--- src/rtl/magcmp_pkg.sv ---
package magcmp_pkg;

   // Adder construction variants
   localparam int ADD_CHAIN = 0;
   localparam int ADD_BEHAV = 1;

   typedef struct packed {
      logic c;
      logic z;
      logic n;
      logic v;
   } cond_flags_t;

   typedef struct packed {
      logic eq;
      logic ne;
      logic ltu;
      logic geu;
      logic leu;
      logic gtu;
      logic lts;
      logic ges;
      logic les;
      logic gts;
   } relations_t;

endpackage

--- src/rtl/magcmp_sub.sv ---
module magcmp_sub #(
   parameter int WIDTH       = 16,
   parameter int ADDER_STYLE = magcmp_pkg::ADD_CHAIN
) (
   input  logic [WIDTH-1:0] minuend,
   input  logic [WIDTH-1:0] subtrahend,
   output logic [WIDTH-1:0] result,
   output logic             carry_out
);
   localparam int SUMW = WIDTH + 1;

   logic [WIDTH-1:0] inv_sub;
   assign inv_sub = ~subtrahend;

   generate
      if (ADDER_STYLE == magcmp_pkg::ADD_CHAIN) begin : g_chain
         always_comb begin
            logic cy;
            cy = 1'b1;
            result = '0;
            for (int i = 0; i < WIDTH; i++) begin
               result[i] = minuend[i] ^ inv_sub[i] ^ cy;
               cy = (minuend[i] & inv_sub[i]) | (cy & (minuend[i] ^ inv_sub[i]));
            end
            carry_out = cy;
         end
      end else begin : g_behav
         logic [SUMW-1:0] wide_sum;
         assign wide_sum  = {1'b0, minuend} + {1'b0, inv_sub} + SUMW'(1);
         assign result    = wide_sum[WIDTH-1:0];
         assign carry_out = wide_sum[SUMW-1];
      end
   endgenerate
endmodule

--- src/rtl/magcmp_flaggen.sv ---
module magcmp_flaggen #(
   parameter int WIDTH = 16
) (
   input  logic [WIDTH-1:0]        minuend,
   input  logic [WIDTH-1:0]        subtrahend,
   input  logic [WIDTH-1:0]        result,
   input  logic                    carry_out,
   output magcmp_pkg::cond_flags_t flags
);
   localparam int MSB = WIDTH - 1;

   logic signs_differ;
   logic res_flipped;

   assign signs_differ = minuend[MSB] ^ subtrahend[MSB];
   assign res_flipped  = result[MSB] ^ minuend[MSB];

   assign flags.c = carry_out;
   assign flags.z = ~|result;
   assign flags.n = result[MSB];
   assign flags.v = signs_differ & res_flipped;
endmodule

--- src/rtl/magcmp_detect.sv ---
module magcmp_detect #(
   parameter int WIDTH = 16
) (
   input  logic [WIDTH-1:0] opa,
   input  logic [WIDTH-1:0] opb,
   output logic             same,
   output logic             a_zero,
   output logic             a_ones
);
   logic [WIDTH-1:0] bit_match;

   genvar g;
   generate
      for (g = 0; g < WIDTH; g++) begin : g_xnor
         assign bit_match[g] = ~(opa[g] ^ opb[g]);
      end
   endgenerate

   assign same   = &bit_match;
   assign a_ones = &opa;
   assign a_zero = ~|opa;
endmodule

--- src/rtl/magcmp_relate.sv ---
module magcmp_relate (
   input  magcmp_pkg::cond_flags_t flags,
   input  logic                    same,
   output magcmp_pkg::relations_t  rel
);
   logic slt;
   assign slt = flags.n ^ flags.v;

   assign rel.eq  = same;
   assign rel.ne  = ~same;
   assign rel.ltu = ~flags.c;
   assign rel.geu = flags.c;
   assign rel.leu = ~flags.c | flags.z;
   assign rel.gtu = flags.c & ~flags.z;
   assign rel.lts = slt;
   assign rel.ges = ~slt;
   assign rel.les = slt | flags.z;
   assign rel.gts = ~(slt | flags.z);
endmodule

--- src/rtl/magcmp_flags.sv ---
module magcmp_flags #(
   parameter int WIDTH       = 16,
   parameter int ADDER_STYLE = magcmp_pkg::ADD_CHAIN
) (
   input  logic [WIDTH-1:0] opa,
   input  logic [WIDTH-1:0] opb,
   output logic [WIDTH-1:0] diff,
   output logic             flag_c,
   output logic             flag_z,
   output logic             flag_n,
   output logic             flag_v,
   output logic             rel_eq,
   output logic             rel_ne,
   output logic             rel_ltu,
   output logic             rel_geu,
   output logic             rel_leu,
   output logic             rel_gtu,
   output logic             rel_lts,
   output logic             rel_ges,
   output logic             rel_les,
   output logic             rel_gts,
   output logic             opa_zero,
   output logic             opa_ones
);
   localparam int MSB = WIDTH - 1;

   // elaboration-time parameter checks
   generate
      if (WIDTH < 2) begin : g_bad_width
         $error("magcmp_flags: WIDTH must be at least 2");
      end
      if (ADDER_STYLE != magcmp_pkg::ADD_CHAIN && ADDER_STYLE != magcmp_pkg::ADD_BEHAV) begin : g_bad_style
         $error("magcmp_flags: unknown ADDER_STYLE");
      end
   endgenerate

   logic [WIDTH-1:0]        sub_res;
   logic                    sub_cy;
   magcmp_pkg::cond_flags_t cf;
   magcmp_pkg::relations_t  rl;
   logic                    same_w;

   magcmp_sub #(.WIDTH(WIDTH), .ADDER_STYLE(ADDER_STYLE)) sub_i (
      .minuend(opb), .subtrahend(opa), .result(sub_res), .carry_out(sub_cy));

   magcmp_flaggen #(.WIDTH(WIDTH)) flg_i (
      .minuend(opb), .subtrahend(opa), .result(sub_res), .carry_out(sub_cy), .flags(cf));

   magcmp_detect #(.WIDTH(WIDTH)) det_i (
      .opa(opa), .opb(opb), .same(same_w), .a_zero(opa_zero), .a_ones(opa_ones));

   magcmp_relate rel_i (.flags(cf), .same(same_w), .rel(rl));

   assign diff    = sub_res;
   assign flag_c  = cf.c;
   assign flag_z  = cf.z;
   assign flag_n  = cf.n;
   assign flag_v  = cf.v;
   assign rel_eq  = rl.eq;
   assign rel_ne  = rl.ne;
   assign rel_ltu = rl.ltu;
   assign rel_geu = rl.geu;
   assign rel_leu = rl.leu;
   assign rel_gtu = rl.gtu;
   assign rel_lts = rl.lts;
   assign rel_ges = rl.ges;
   assign rel_les = rl.les;
   assign rel_gts = rl.gts;

   // Cross-path consistency checks between the equality path and the subtractor
   always_comb begin
      assert_eq_tracks_zero_R5 : assert (rel_eq == flag_z)
         else $error("R5: equality path disagrees with zero flag");
      assert_equal_no_borrow_R2 : assert (!flag_z || flag_c)
         else $error("R2: zero difference produced a borrow");
      assert_no_overflow_R4 : assert ((opa[MSB] != opb[MSB]) || !flag_v)
         else $error("R4: overflow flagged for same-sign operands");
      assert_ult_excl_eq_R6 : assert (!(rel_ltu && rel_eq))
         else $error("R6: unsigned less-than while equal");
      assert_slt_excl_eq_R7 : assert (!(rel_lts && rel_eq))
         else $error("R7: signed less-than while equal");
      assert_detect_excl_R8 : assert (!(opa_zero && opa_ones))
         else $error("R8: operand both all-zeros and all-ones");
      assert_sign_is_msb_R3 : assert (flag_n == diff[MSB])
         else $error("R3: negative flag differs from difference msb");
   end
endmodule

--- config.mk ---
export PLATFORM = sky130hd
export DESIGN_NAME = magcmp_flags
export DESIGN_NICKNAME = d
export VERILOG_FILES = /design/src/rtl/magcmp_pkg.sv /design/src/rtl/magcmp_sub.sv /design/src/rtl/magcmp_flaggen.sv /design/src/rtl/magcmp_detect.sv /design/src/rtl/magcmp_relate.sv /design/src/rtl/magcmp_flags.sv
export SDC_FILE = /design/constraint.sdc
export NUM_CORES = 1
export LEC_CHECK = 0
export BUFFER_PORTS_ARGS = -buffer_cell sky130_fd_sc_hd__clkbuf_2
export CORE_MARGIN = 4
export CORE_UTILIZATION = 40
export DETAILED_ROUTE_END_ITERATION = 16
export PLACE_DENSITY = 0.93
export SYNTH_ARGS = -nofsm -noshare
export SYNTH_HDL_FRONTEND = slang
export SYNTH_SLANG_ARGS = --single-unit
--- constraint.sdc ---
create_clock -name vclk -period 6.85
set_input_delay 0.3425 -clock vclk [all_inputs]
set_output_delay 0.3425 -clock vclk [all_outputs]
set_load 0.1 [all_outputs]
==> flow_results.xml <==
<?xml version="1.0" encoding="UTF-8"?>
<metrics>
  <group name="logic_synthesis">
    <metric name="postSynthCellCount" unit="">110</metric>
    <metric name="syn-cell-area" unit="um^2">940</metric>
    <metric name="synth.area.mux_share" unit="%">0</metric>
    <metric name="synth_compound_area_share" unit="%">4.26</metric>
    <metric name="synth_fa_ha_area_share" unit="%">55.4</metric>
    <metric name="seq_area_frac_synth" unit="%">0</metric>
    <metric name="synth-simple-area-share" unit="%">18.2</metric>
    <metric name="xor_and_xnor_area_share_after_synthesis" unit="%">0.932</metric>
    <metric name="number_of_different_library_cells_in_the_post_synthesis_netlist" unit="">15</metric>
    <metric name="synth_top_family_by_area" unit="">adder cells</metric>
    <metric name="syn-mean-instance-area" unit="um^2">8.54</metric>
    <metric name="synthesis.yosys.warnings" unit="">0</metric>
    <metric name="synth.net_count" unit="">174</metric>
  </group>
  <group name="route">
    <metric name="drt-pass1-iter-count" unit="">7</metric>
    <metric name="route.detailed.wl_per_inst" unit="um">17.1</metric>
    <metric name="ant_nets" unit="">0</metric>
    <metric name="dr_total_vias" unit="">1086</metric>
    <metric name="postRouteWirelength" unit="um">3640</metric>
    <metric name="drc" unit="">0</metric>
    <metric name="drt_first_iter_violations" unit="">26</metric>
    <metric name="drt-vias-per-instance" unit="">5.10</metric>
  </group>
  <group name="sta">
    <metric name="timing.final.crit_share" unit="%">105</metric>
    <metric name="worst_slack" unit="ns">-0.336</metric>
    <metric name="post_layout_min_period" unit="ns">7.19</metric>
    <metric name="setup_viol" unit="">6</metric>
    <metric name="finalHoldWorstSlack" unit="ns">1.22</metric>
    <metric name="tightest_slew" unit="ns">0.566</metric>
    <metric name="timing_hold_violations_final" unit="">0</metric>
    <metric name="setup_total_negative_slack" unit="ns">-1.67</metric>
    <metric name="max_clock_freq" unit="GHz">0.139</metric>
    <metric name="rsz0062_at_grt" unit="">yes</metric>
    <metric name="slew_violations" unit="">0</metric>
    <metric name="worst_slew_margin_rel" unit="%">62.4</metric>
  </group>
  <group name="place">
    <metric name="portBuffers" unit="">64</metric>
    <metric name="dpl.hpwl" unit="um">3170</metric>
    <metric name="gp_congestion" unit="">0.855</metric>
    <metric name="dp_area" unit="um^2">1640</metric>
  </group>
  <group name="critical_path">
    <metric name="standard_cell_with_the_maximum_stage_delay_on_the_critical_path" unit="">fa_2</metric>
    <metric name="timing.critical_path.from_type" unit="">input pin</metric>
    <metric name="required" unit="ns">6.51</metric>
    <metric name="crit_arrival" unit="ns">6.84</metric>
    <metric name="timing.critical_path.slowest_cell_delay" unit="ns">0.42</metric>
    <metric name="crit_type" unit="">input pin to primary output</metric>
    <metric name="timing.critical_path.fanout_max" unit="">4</metric>
    <metric name="path_common_cell" unit="">fa_2</metric>
    <metric name="setup.worst_path.end_class" unit="">primary output</metric>
  </group>
  <group name="run_status">
    <metric name="status" unit="">complete, but fails checks</metric>
    <metric name="violations" unit="">negative setup slack</metric>
  </group>
  <group name="floorplan">
    <metric name="ioPinCount" unit="">64</metric>
    <metric name="die_w" unit="um">56.5</metric>
    <metric name="std_cell_rows" unit="">17</metric>
    <metric name="floorplan.initialDensity" unit="%">42.1</metric>
    <metric name="die_height" unit="um">56.5</metric>
    <metric name="core_area" unit="um^2">2230</metric>
    <metric name="design.die.area" unit="um^2">3190</metric>
  </group>
  <group name="finish">
    <metric name="area_growth" unit="%">81.6</metric>
    <metric name="final_layout_size_suffix_gt1_share" unit="%">57.8</metric>
    <metric name="final_cell_area" unit="um^2">1710</metric>
    <metric name="final.clkbuf_count" unit="">0</metric>
    <metric name="n_sequential_cell" unit="">0</metric>
    <metric name="regArea" unit="um^2">0</metric>
    <metric name="n_antenna_cell" unit="">0</metric>
    <metric name="finish.net_count" unit="">251</metric>
  </group>
  <group name="power_and_ir_drop">
    <metric name="vdd.ir_drop.worst" unit="mV">0.195</metric>
    <metric name="post-layout-total-power" unit="mW">0.372</metric>
    <metric name="static_leakage" unit="nW">0.986</metric>
    <metric name="power.density" unit="nW/um^2">218</metric>
  </group>
  <group name="hold_path">
    <metric name="min_path_type" unit="">input pin to primary output</metric>
  </group>
  <group name="global_route">
    <metric name="grt_pass1_vias" unit="">1177</metric>
    <metric name="leftover_overflow_at_the_end_of_global_routing" unit="">0</metric>
    <metric name="largest_net_degree_at_the_start_of_global_routing" unit="">6</metric>
    <metric name="wire_length_of_the_first_global_routing_pass" unit="um">5640</metric>
    <metric name="gr-usage-all-layers" unit="%">22.5</metric>
    <metric name="antenna_found_initial" unit="">0</metric>
  </group>
  <group name="flow_run">
    <metric name="drv.max_cap_violation_count" unit="">0</metric>
  </group>
  <group name="clock_tree">
    <metric name="post_cts_hold_buffer_count" unit="">0</metric>
  </group>
</metrics>
[cells in the mapped netlist]
master	count	area, um^2
and4_1	1	8.76
buf_4	2	15.0
fa_1	16	320
ha_1	16	200
inv_1	49	184
nand4_1	8	50.1
nand4_2	2	25.0
nand4b_1	1	8.76
nand4b_4	1	23.8
nor2_1	1	3.75
nor4_1	7	43.8
o41a_1	2	22.5
o41ai_1	2	17.5
or4_1	1	7.51
xnor2_1	1	8.76
[cells in the final DEF (no fill, tap or decap)]
cell,Yosys,routed
nand4_2,2,2
o41ai_4,0,2
xnor2_1,1,1
and4_1,1,1
nor4_1,7,6
o41a_4,0,2
nor2_4,0,1
buf_4,2,11
nand4_1,8,8
or4_1,1,1
ha_1,16,15
buf_12,0,11
inv_1,49,45
buf_8,0,1
nand4b_4,1,1
nand4b_1,1,1
buf_6,0,3
ha_4,0,1
fa_2,0,16
buf_2,0,1
nor4_4,0,1
clkbuf_2,0,50
inv_2,0,3
inv_8,0,1
[worst max-delay path: cells and delay by family]
family / cells / cell delay [ns]
fa+ha+maj: 16 / 5.27
buf+inv: 7 / 0.67
simple gates: 2 / 0.55
[metal layers]
metal / track usage [%] / up-vias / share of wire, %
li1: - / 485 / -
met1: 26.3 / 510 / 34
met2: 41.4 / 71 / 54
met3: 2.76 / 20 / 7.4
met4: 8.14 / 0 / 4.7
met5: 0 / - / 0
[through the flow]
step	instances	setup WS [ns]	util [%]
2_1_floorplan	110	-0.793	-
3_3_place_gp	210	-0.172	73.4
3_5_place_dp	210	-0.320	73.4
4_1_cts	212	-0.276	75.6
5_1_grt	213	-0.478	76.4
6_report	213	-0.336	76.4
[worst paths after layout]
kind	start	endpoint	slack, ns	cells after the start
hold / removal	opb[15]	flag_v	1.22	4
setup / recovery	opb[0]	flag_z	-0.34	25
[logic make-up (layout without fill, tap and decap cells)]
kind of cell | Yosys count | after routing
buf+inv | 51 | 126
fa+ha+maj | 32 | 32
simple gates | 22 | 22
compound gates | 4 | 4
xor+xnor | 1 | 1
[area by class of cell]
cell class | instances | area [um^2]
tap | 28 | 35.0
fill | 155 | 527
timing repair buffer | 77 | 607
inverter | 49 | 191
multi-input combinational | 59 | 873
[timing repair]
| action | in CTS | in global routing |
|---|---|---|
| endpoints found under the setup margin | 6 | 8 |
| resized for setup | 5 | 6 |
| setup buffers | 2 | 1 |
| pin swaps | 0 | 1 |
[power by group]
group	total [mW]	switching, mW	internal (mW)
logic	0.372	0.275	0.0971
registers	0	0	0
clock network	0	0	0
total	0.372	0.275	0.0971
Note: power is estimated with default switching activity, not from simulation.
